--- src/rtl/dbb_pkg.sv ---
package dbb_pkg;
  typedef enum logic [1:0] {
    ST_IDLE  = 2'd0,
    ST_ISSUE = 2'd1,
    ST_WAIT  = 2'd2,
    ST_HOLD  = 2'd3
  } xfer_state_e;
endpackage

--- src/rtl/dbb_lane_pack.sv ---
module dbb_lane_pack #(
  parameter int UP_DW = 32,
  localparam int UP_SW = UP_DW / 8,
  localparam int DN_DW = 2 * UP_DW,
  localparam int DN_SW = 2 * UP_SW
) (
  input  logic             lane,
  input  logic [UP_SW-1:0] up_sel,
  input  logic [UP_DW-1:0] up_dat,
  output logic [DN_SW-1:0] wide_sel,
  output logic [DN_DW-1:0] wide_dat
);
  for (genvar g = 0; g < 2; g++) begin : g_lane
    assign wide_sel[g*UP_SW +: UP_SW] = (lane == 1'(g)) ? up_sel : '0;
    assign wide_dat[g*UP_DW +: UP_DW] = up_dat;
  end
endmodule

--- src/rtl/dbb_req_stage.sv ---
module dbb_req_stage
  import dbb_pkg::*;
#(
  parameter int AW    = 30,
  parameter int UP_DW = 32,
  localparam int DN_DW = 2 * UP_DW,
  localparam int DN_SW = DN_DW / 8,
  localparam int DN_AW = AW - 1
) (
  input  logic             clk,
  input  logic             rst_n,
  input  logic             up_cyc,
  input  logic             up_stb,
  input  logic             up_we,
  input  logic [AW-1:0]    up_adr,
  input  logic [DN_SW-1:0] wide_sel,
  input  logic [DN_DW-1:0] wide_dat,
  input  logic             dn_stall,
  input  logic             dn_ack,
  output logic             dn_cyc,
  output logic             dn_stb,
  output logic             dn_we,
  output logic [DN_AW-1:0] dn_adr,
  output logic [DN_SW-1:0] dn_sel,
  output logic [DN_DW-1:0] dn_dat_w,
  output logic             lane_q,
  output logic             take
);
  xfer_state_e state_q;

  always_ff @(posedge clk or negedge rst_n) begin
    if (!rst_n) begin
      state_q  <= ST_IDLE;
      dn_we    <= 1'b0;
      dn_adr   <= '0;
      dn_sel   <= '0;
      dn_dat_w <= '0;
      lane_q   <= 1'b0;
    end else begin
      case (state_q)
        ST_IDLE: if (up_cyc && up_stb) begin
          state_q  <= ST_ISSUE;
          dn_we    <= up_we;
          dn_adr   <= up_adr[AW-1:1];
          dn_sel   <= wide_sel;
          dn_dat_w <= wide_dat;
          lane_q   <= up_adr[0];
        end
        ST_ISSUE: if (!dn_stall) state_q <= ST_WAIT;
        ST_WAIT:  if (dn_ack)    state_q <= ST_HOLD;
        ST_HOLD:  if (!up_stb)   state_q <= ST_IDLE;
        default:  state_q <= ST_IDLE;
      endcase
    end
  end

  assign dn_stb = (state_q == ST_ISSUE);
  assign dn_cyc = (state_q == ST_ISSUE) || (state_q == ST_WAIT);
  assign take   = (state_q == ST_WAIT) && dn_ack;

  a_r3_stb_held: assert property (@(posedge clk) disable iff (!rst_n)
    (dn_stb && dn_stall) |=> (dn_stb && $stable(dn_adr) && $stable(dn_sel) && $stable(dn_dat_w)));
  a_r3_single_accept: assert property (@(posedge clk) disable iff (!rst_n)
    (dn_stb && !dn_stall) |=> !dn_stb);
  a_r3_cyc_covers_stb: assert property (@(posedge clk) disable iff (!rst_n)
    dn_stb |-> dn_cyc);
  a_r4_one_half: assert property (@(posedge clk) disable iff (!rst_n)
    dn_stb |-> ((dn_sel[DN_SW-1:DN_SW/2] == '0) || (dn_sel[DN_SW/2-1:0] == '0)));
  a_r9_no_reissue: assert property (@(posedge clk) disable iff (!rst_n)
    (take && up_stb) |=> !dn_stb);
endmodule

--- src/rtl/dbb_resp_stage.sv ---
module dbb_resp_stage #(
  parameter int UP_DW = 32,
  localparam int DN_DW = 2 * UP_DW
) (
  input  logic             clk,
  input  logic             rst_n,
  input  logic             take,
  input  logic             lane_q,
  input  logic [DN_DW-1:0] dn_dat_r,
  output logic             up_ack,
  output logic [UP_DW-1:0] up_dat_r
);
  always_ff @(posedge clk or negedge rst_n) begin
    if (!rst_n) begin
      up_ack   <= 1'b0;
      up_dat_r <= '0;
    end else begin
      up_ack <= take;
      if (take) up_dat_r <= lane_q ? dn_dat_r[DN_DW-1:UP_DW] : dn_dat_r[UP_DW-1:0];
    end
  end

  a_r7_single_pulse: assert property (@(posedge clk) disable iff (!rst_n)
    up_ack |=> !up_ack);
  a_r6_data_hold: assert property (@(posedge clk) disable iff (!rst_n)
    !take |=> $stable(up_dat_r));
endmodule

--- src/rtl/dma_bus_bridge.sv ---
module dma_bus_bridge #(
  parameter int AW    = 30,
  parameter int UP_DW = 32,
  localparam int UP_SW = UP_DW / 8,
  localparam int DN_DW = 2 * UP_DW,
  localparam int DN_SW = 2 * UP_SW,
  localparam int DN_AW = AW - 1
) (
  input  logic             clk,
  input  logic             rst_n,
  input  logic             up_cyc,
  input  logic             up_stb,
  input  logic             up_we,
  input  logic [AW-1:0]    up_adr,
  input  logic [UP_SW-1:0] up_sel,
  input  logic [UP_DW-1:0] up_dat_w,
  output logic [UP_DW-1:0] up_dat_r,
  output logic             up_ack,
  output logic             dn_cyc,
  output logic             dn_stb,
  output logic             dn_we,
  output logic [DN_AW-1:0] dn_adr,
  output logic [DN_SW-1:0] dn_sel,
  output logic [DN_DW-1:0] dn_dat_w,
  input  logic [DN_DW-1:0] dn_dat_r,
  input  logic             dn_stall,
  input  logic             dn_ack
);
  logic [DN_SW-1:0] wide_sel;
  logic [DN_DW-1:0] wide_dat;
  logic             lane_q;
  logic             take;

  dbb_lane_pack #(.UP_DW(UP_DW)) u_pack (
    .lane(up_adr[0]), .up_sel(up_sel), .up_dat(up_dat_w),
    .wide_sel(wide_sel), .wide_dat(wide_dat)
  );

  dbb_req_stage #(.AW(AW), .UP_DW(UP_DW)) u_req (
    .clk(clk), .rst_n(rst_n), .up_cyc(up_cyc), .up_stb(up_stb), .up_we(up_we),
    .up_adr(up_adr), .wide_sel(wide_sel), .wide_dat(wide_dat),
    .dn_stall(dn_stall), .dn_ack(dn_ack), .dn_cyc(dn_cyc), .dn_stb(dn_stb),
    .dn_we(dn_we), .dn_adr(dn_adr), .dn_sel(dn_sel), .dn_dat_w(dn_dat_w),
    .lane_q(lane_q), .take(take)
  );

  dbb_resp_stage #(.UP_DW(UP_DW)) u_resp (
    .clk(clk), .rst_n(rst_n), .take(take), .lane_q(lane_q),
    .dn_dat_r(dn_dat_r), .up_ack(up_ack), .up_dat_r(up_dat_r)
  );

  a_r10_stray_ack: assert property (@(posedge clk) disable iff (!rst_n)
    (dn_ack && !dn_cyc) |=> !up_ack);
endmodule

--- config.mk ---
export PLATFORM = sky130hd
export DESIGN_NAME = dma_bus_bridge
export DESIGN_NICKNAME = d
export VERILOG_FILES = /design/src/rtl/dbb_pkg.sv /design/src/rtl/dbb_lane_pack.sv /design/src/rtl/dbb_req_stage.sv /design/src/rtl/dbb_resp_stage.sv /design/src/rtl/dma_bus_bridge.sv
export SDC_FILE = /design/constraint.sdc
export NUM_CORES = 1
export LEC_CHECK = 0
export BUFFER_PORTS_ARGS = -buffer_cell sky130_fd_sc_hd__buf_2
export CORE_ASPECT_RATIO = 1.1
export CORE_MARGIN = 2
export CORE_UTILIZATION = 52
export CTS_CLUSTER_DIAMETER = 80
export DETAILED_ROUTE_END_ITERATION = 12
export MAX_ROUTING_LAYER = met4
export PLACE_DENSITY_LB_ADDON = 0.05
export SLEW_MARGIN = 25
export SYNTH_ARGS = -nofsm -noshare
export SYNTH_HDL_FRONTEND = slang
export SYNTH_HIERARCHICAL = 1
export SYNTH_SLANG_ARGS = --single-unit
--- constraint.sdc ---
create_clock -name clk -period 2.4 [get_ports clk]
set_input_delay 0.6 -clock clk [delete_from_list [all_inputs] [get_ports clk]]
set_output_delay 0.6 -clock clk [all_outputs]
set_load 0.02 [all_outputs]
### After elaboration in Yosys (flattened, before gate mapping)

Index checks and enable logic that the tools add are counted.

| cells by class | value |
|---|---|
| equal/unequal tests | 7 |
| muxes and demuxes | 8 |
| reductions and logical operators | 6 |

Operator list:

| cell | count |
|---|---|
| $mux 32 | 1 |
| $mux 2 | 4 |
| $mux 4 | 2 |
| $pmux 2 s4 | 1 |
| $ne 2x2->1 const B | 3 |
| $eq 2x2->1 const B | 2 |
| $reduce_and 4->1 | 1 |
| $eq 2x1->1 const B | 1 |
| $logic_and 1x1->1 | 2 |
| $logic_not 2->1 | 1 |
| $ne 2x1->1 const B | 1 |
| $reduce_and 2->1 | 1 |
| $logic_or 1x1->1 | 1 |

| word-level totals | value |
|---|---|
| flip-flop bits (word level) | 138 |
| output and inout port bits | 137 |
| logic and storage cells | 29 |

### Logic depth before layout (Yosys ltp)

| logic depth | value |
|---|---|
| depth after elaboration | 3 |
| gate-level depth with buffers | 7 |

### Cells and area by module

Netlist, hierarchy kept.

Modules (own cells, without submodules):

| module | times used | cells an instance | area an instance (um^2) | seq. area each (um^2) |
|---|---|---|---|---|
| dbb_req_stage | 1 | 236 | 4291.6 | 2627.5 |
| dbb_resp_stage | 1 | 140 | 1531.5 | 825.8 |
| dbb_lane_pack | 1 | 72 | 530.5 | 0.0 |

### Worst setup path before layout

OpenSTA, ideal clock, no wires.

| path | value |
|---|---|
| path type | register -> register |
| start point | register u_req.state_q[0] |
| end point | register u_req.dn_adr[0] |
| setup time | 0.125 ns |
| arrival time | 1.371 ns |
| data required time | 2.275 ns |
| path slack | 0.904 ns |
| cell stages (with the launch flop) | 7 |
| path through | dfrtp_1 > inv_1 > ha_1 > nand3_1 > buf_6 > buf_6 > mux2_4 |

| on the way | value |
|---|---|
| word-level cells in the longest chain between the ends | 2 |

Ends and longest elaborated chain:

| item | RTL line | RTL |
|---|---|---|
| start, declared | dbb_req_stage.sv:29 | `xfer_state_e state_q;` |
| start signal, assigned | dbb_req_stage.sv:33 | `state_q <= ST_IDLE;` |
| start signal, assigned | dbb_req_stage.sv:42 | `state_q <= ST_ISSUE;` |
| start signal, assigned | dbb_req_stage.sv:49 | `ST_ISSUE: if (!dn_stall) state_q <= ST_WAIT;` |
| $logic_not 2->1 | dbb_req_stage.sv:40 | `case (state_q)` |
| $reduce_and 2->1 (no line) | -- |  |
| end signal, assigned | dbb_req_stage.sv:44 | `dn_adr <= up_adr[AW-1:1];` |
| end, declared | dbb_req_stage.sv:23 | `output logic [DN_AW-1:0] dn_adr,` |

No other way between the ends.
A chain may end at the register's enable or synchronous reset.

### Worst setup path after layout

| path | value |
|---|---|
| start point | register u_req.state_q[0] |
| end point | output dn_cyc |

| on the way | value |
|---|---|
| word-level cells in the longest chain between the ends | 2 |
| elaborated cells on any way between the ends | 3 |
| classes of those cells | eq/ne: 2; reduce/logical: 1 |

Ends and longest elaborated chain:

| item | RTL line | RTL |
|---|---|---|
| $eq 2x1->1 or $eq 2x2->1 (tied branches) | dbb_req_stage.sv:58 | `assign dn_cyc = (state_q == ST_ISSUE) \|\| (state_q == ST_WAIT);` |
| $logic_or 1x1->1 (*) | dbb_req_stage.sv:58 |  |
| end, declared | dma_bus_bridge.sv:19 | `output logic dn_cyc,` |

Mark *: on every way between the ends. The rest lies on a longest branch, timed or not.

==> metrics.md <==
| Metric | Value |
|---|---|
| Die area | 13120 um2 |
| First-pass GRT wire length | 20300 um |
| #FFs+latches synth | 138 |
| Synth area leader | dfrtp_1 |
| Core area | 11980 um2 |
| Dpl ws | 0.5167 ns |
| Via count | 4019 |
| Detailed Route WL | 13590 um |
| Share of the synthesized area in the top cell type | 54.35% |
| R2r startpoint | u_req/state_q[0] |
| Async S/R FF share, synth | 100.0% |
| GRT Resource Usage Total | 21.20% |
| Inserted Clock Buffers | 17 |
| CTS tree | yes |
| Worst path cell trace | inv_1, ha_1, buf_2 |
| Top Family by Delay on Critical Path | flip-flops |
| Largest net degree at the start of global routing | 66 |
| Final-report hold violation count | 0 |
| Cell with the most instances after synthesis | dfrtp_1 |
| Setup TNS | 0 ns |
| Clock-pin transition on the worst setup and hold timing paths | 0.05 ns |
| Final GP Congestion | 0.8110 |
| CP max stage cell | dfrtp_1 |
| Critical Path Sink Type | primary output |
| Final-report max-slew violation count | 0 |
| H-tree depth | 4 |
| Met2 Usage GRT | 34.80% |
| DRT iter0 DRCs | 93 |
| Fin crit share | 82.88% |
| M3 GR Usage | 6.735% |
| Area grow syn2layout | 26.01% |
| Leakage | 0.004301 uW |
| DP Wirelength | 10250 um |
| Initial Utilization | 53.03% |
| Worst skew pair latency | 0.40 ns |
| Worst-path maximum fanout | 4 |
| Crit. Startpoint | u_req/state_q[0] |
| Nets@finish | 807 |
| Final worst-path setup slack | 0.4108 ns |
| Die Ht | 119.9 um |
| Row count | 42 |
| Die Width | 109.4 um |
| Fmax | 502.7 MHz |
| Top-level I/O count | 274 |
| Buf/Inv on CP | 2 |
| Post-CTS Setup Inserts | 0 |
| Cells on worst reg2reg path | 6 |
| Port bufs | 273 |
| Reg-to-reg endpoint | u_req/dn_dat_w[22] |
| Yosys Warn Count | 6 |
| CP Data Required Time | 1.80 ns |
| Slew headroom | 61.34% |
| Routed len/inst | 16.36 um |
| GR Util met1 | 25.31% |
| Layout Skew | 0.007696 ns |
| Peak VDD IR | 876.6 uV |
| Power Dens Cells | 1510 nW/um2 |
| Layer with the highest usage | met2 |
| Via/cell ratio | 4.836 |
| Synthesized area | 6354 um2 |
| Syn nets | 590 |
| Status | completed |
| Top FF cell, synth | dfrtp_1 |
| Resize count post-CTS | 0 |
| Initial antenna violation count | 0 |
| Drt pass-1 iters | 4 |
| Mean post-synth cell area | 14.18 um2 |
| Root Driver | clkbuf_16 |
| Distinct cells, synth | 19 |
| FF-to-FF setup slack | 0.51 ns |
| Kind of critical path | flop to primary output |
| Sequential element share of the synthesized area | 54.35% |
| Hold Crit Class | primary input to asynchronous set/reset pin |
| Hold-fix buffers at CTS | 0 |
| Max-cap viol count | 0 |
| Post-Syn Instances | 448 |
| Slew @ Worst Pin | 0.5799 ns |
| Most frequent cells after synthesis | dfrtp_1, mux2_4, buf_4 |
| Routed Antenna Nets | 0 |
| Global-route congestion overflow total | 0 |
| Vias in the first global route | 4107 |
| Number of synthesized flops with an enable pin | 0 |
| CTS sink count | 138 |
| Final setup viols | 0 |
| DRC | 0 |
| Min Clock Period, post-route | 1.989 ns |
| RSZ-0062 raised after global routing | false |
| Fillers | 943 |
| CP Launch Type | flop |
| Max incr delay on CP | 0.38 ns |
| Synth area leaders | dfrtp_1, mux2_4, buf_4 |
| Fraction of layout cells with a size suffix above 1 | 62.13% |
| Worst Path Arrival | 1.39 ns |
| Longest Clk Path Bufs | 2 |
==> placed cells by master (no fill, tap or decap), types with 6 or more instances in the layout <==
cell type  instances
mux2_2            34
clkbuf_16         17
mux2_4            70
buf_12             6
nor2_1            33
dfrtp_1          137
buf_2            272
a21oi_1           32
mux2i_1           33
==> registers in the layout, indices dropped and copies added, names as in the netlist <==
signal,cells
u_req/dn_we,1
u_resp/up_dat_r,32
u_req/dn_dat_w,64
u_resp/up_ack,1
u_req/dn_sel,8
u_req/dn_adr,29
u_req/state_q,2
u_req/lane_q,1
==> logic make-up after synthesis <==
kind of cell,count (synthesis),synth area share (%)
buf+inv,89,11.05
mux,137,27.77
simple gates,45,3.033
compound gates,34,2.816
flops,138,54.35
fa+ha+maj,5,0.9846
==> layer usage <==
| layer | wire, um | part of all wire, % |
|---|---|---|
| met1 | 5471 | 40 |
| met2 | 6845 | 50 |
| met3 | 1168 | 8.6 |
| met4 | 106 | 0.78 |
| met5 | 0 | 0 |
==> power breakdown <==
group	switching [uW]	leakage [uW]	internal [uW]
clock network	902	0.000291	1730
logic	2910	0.00238	2370
registers	679	0.00163	3500
total	4490	0.00430	7600
==> worst register-to-register path: stages, from the launching register on <==
cell	delay, ns
dfrtp_1	0.40
inv_1	0.13
ha_1	0.23
nand3_4	0.26
buf_12	0.27
buf_4	0.18
mux2_4	0.30
==> metrics by stage <==
step                instance area [um2]  hold WS [ns]  util (%)  total power, uW  cells
floorplan                          6354        0.3044         -             7860    448
global placement                   7401        0.4838     61.77             9372    800
detailed placement                 7401        0.4882     61.77             9527    800
CTS                                8004        0.1797     66.80            12230    830
global route                       8004        0.2102     66.80            12750    830
finish                             8006        0.1727     66.82            12090    831
==> layout make-up <==
class	instances	area [um2]	share of cell area (%)
sequential	138	3455	43.15
multi-input combinational	221	2212	27.63
timing repair buffer	284	1530	19.11
clock buffer	23	488.0	6.095
tap	154	192.7	2.407
clock inverter	7	115.1	1.438
inverter	3	11.26	0.1406
antenna	1	2.502	0.03125
==> how the worst max path moves through the flow <==
stage	endpoint	cells past startpoint
floorplan	u_req/dn_adr[0]	6
global route	dn_cyc	3
CTS	dn_cyc	3
finish	dn_cyc	3
global placement	u_req/dn_dat_w[22]	5
detailed placement	u_req/dn_dat_w[11]	6
Power figures use the tool's default switching activity.
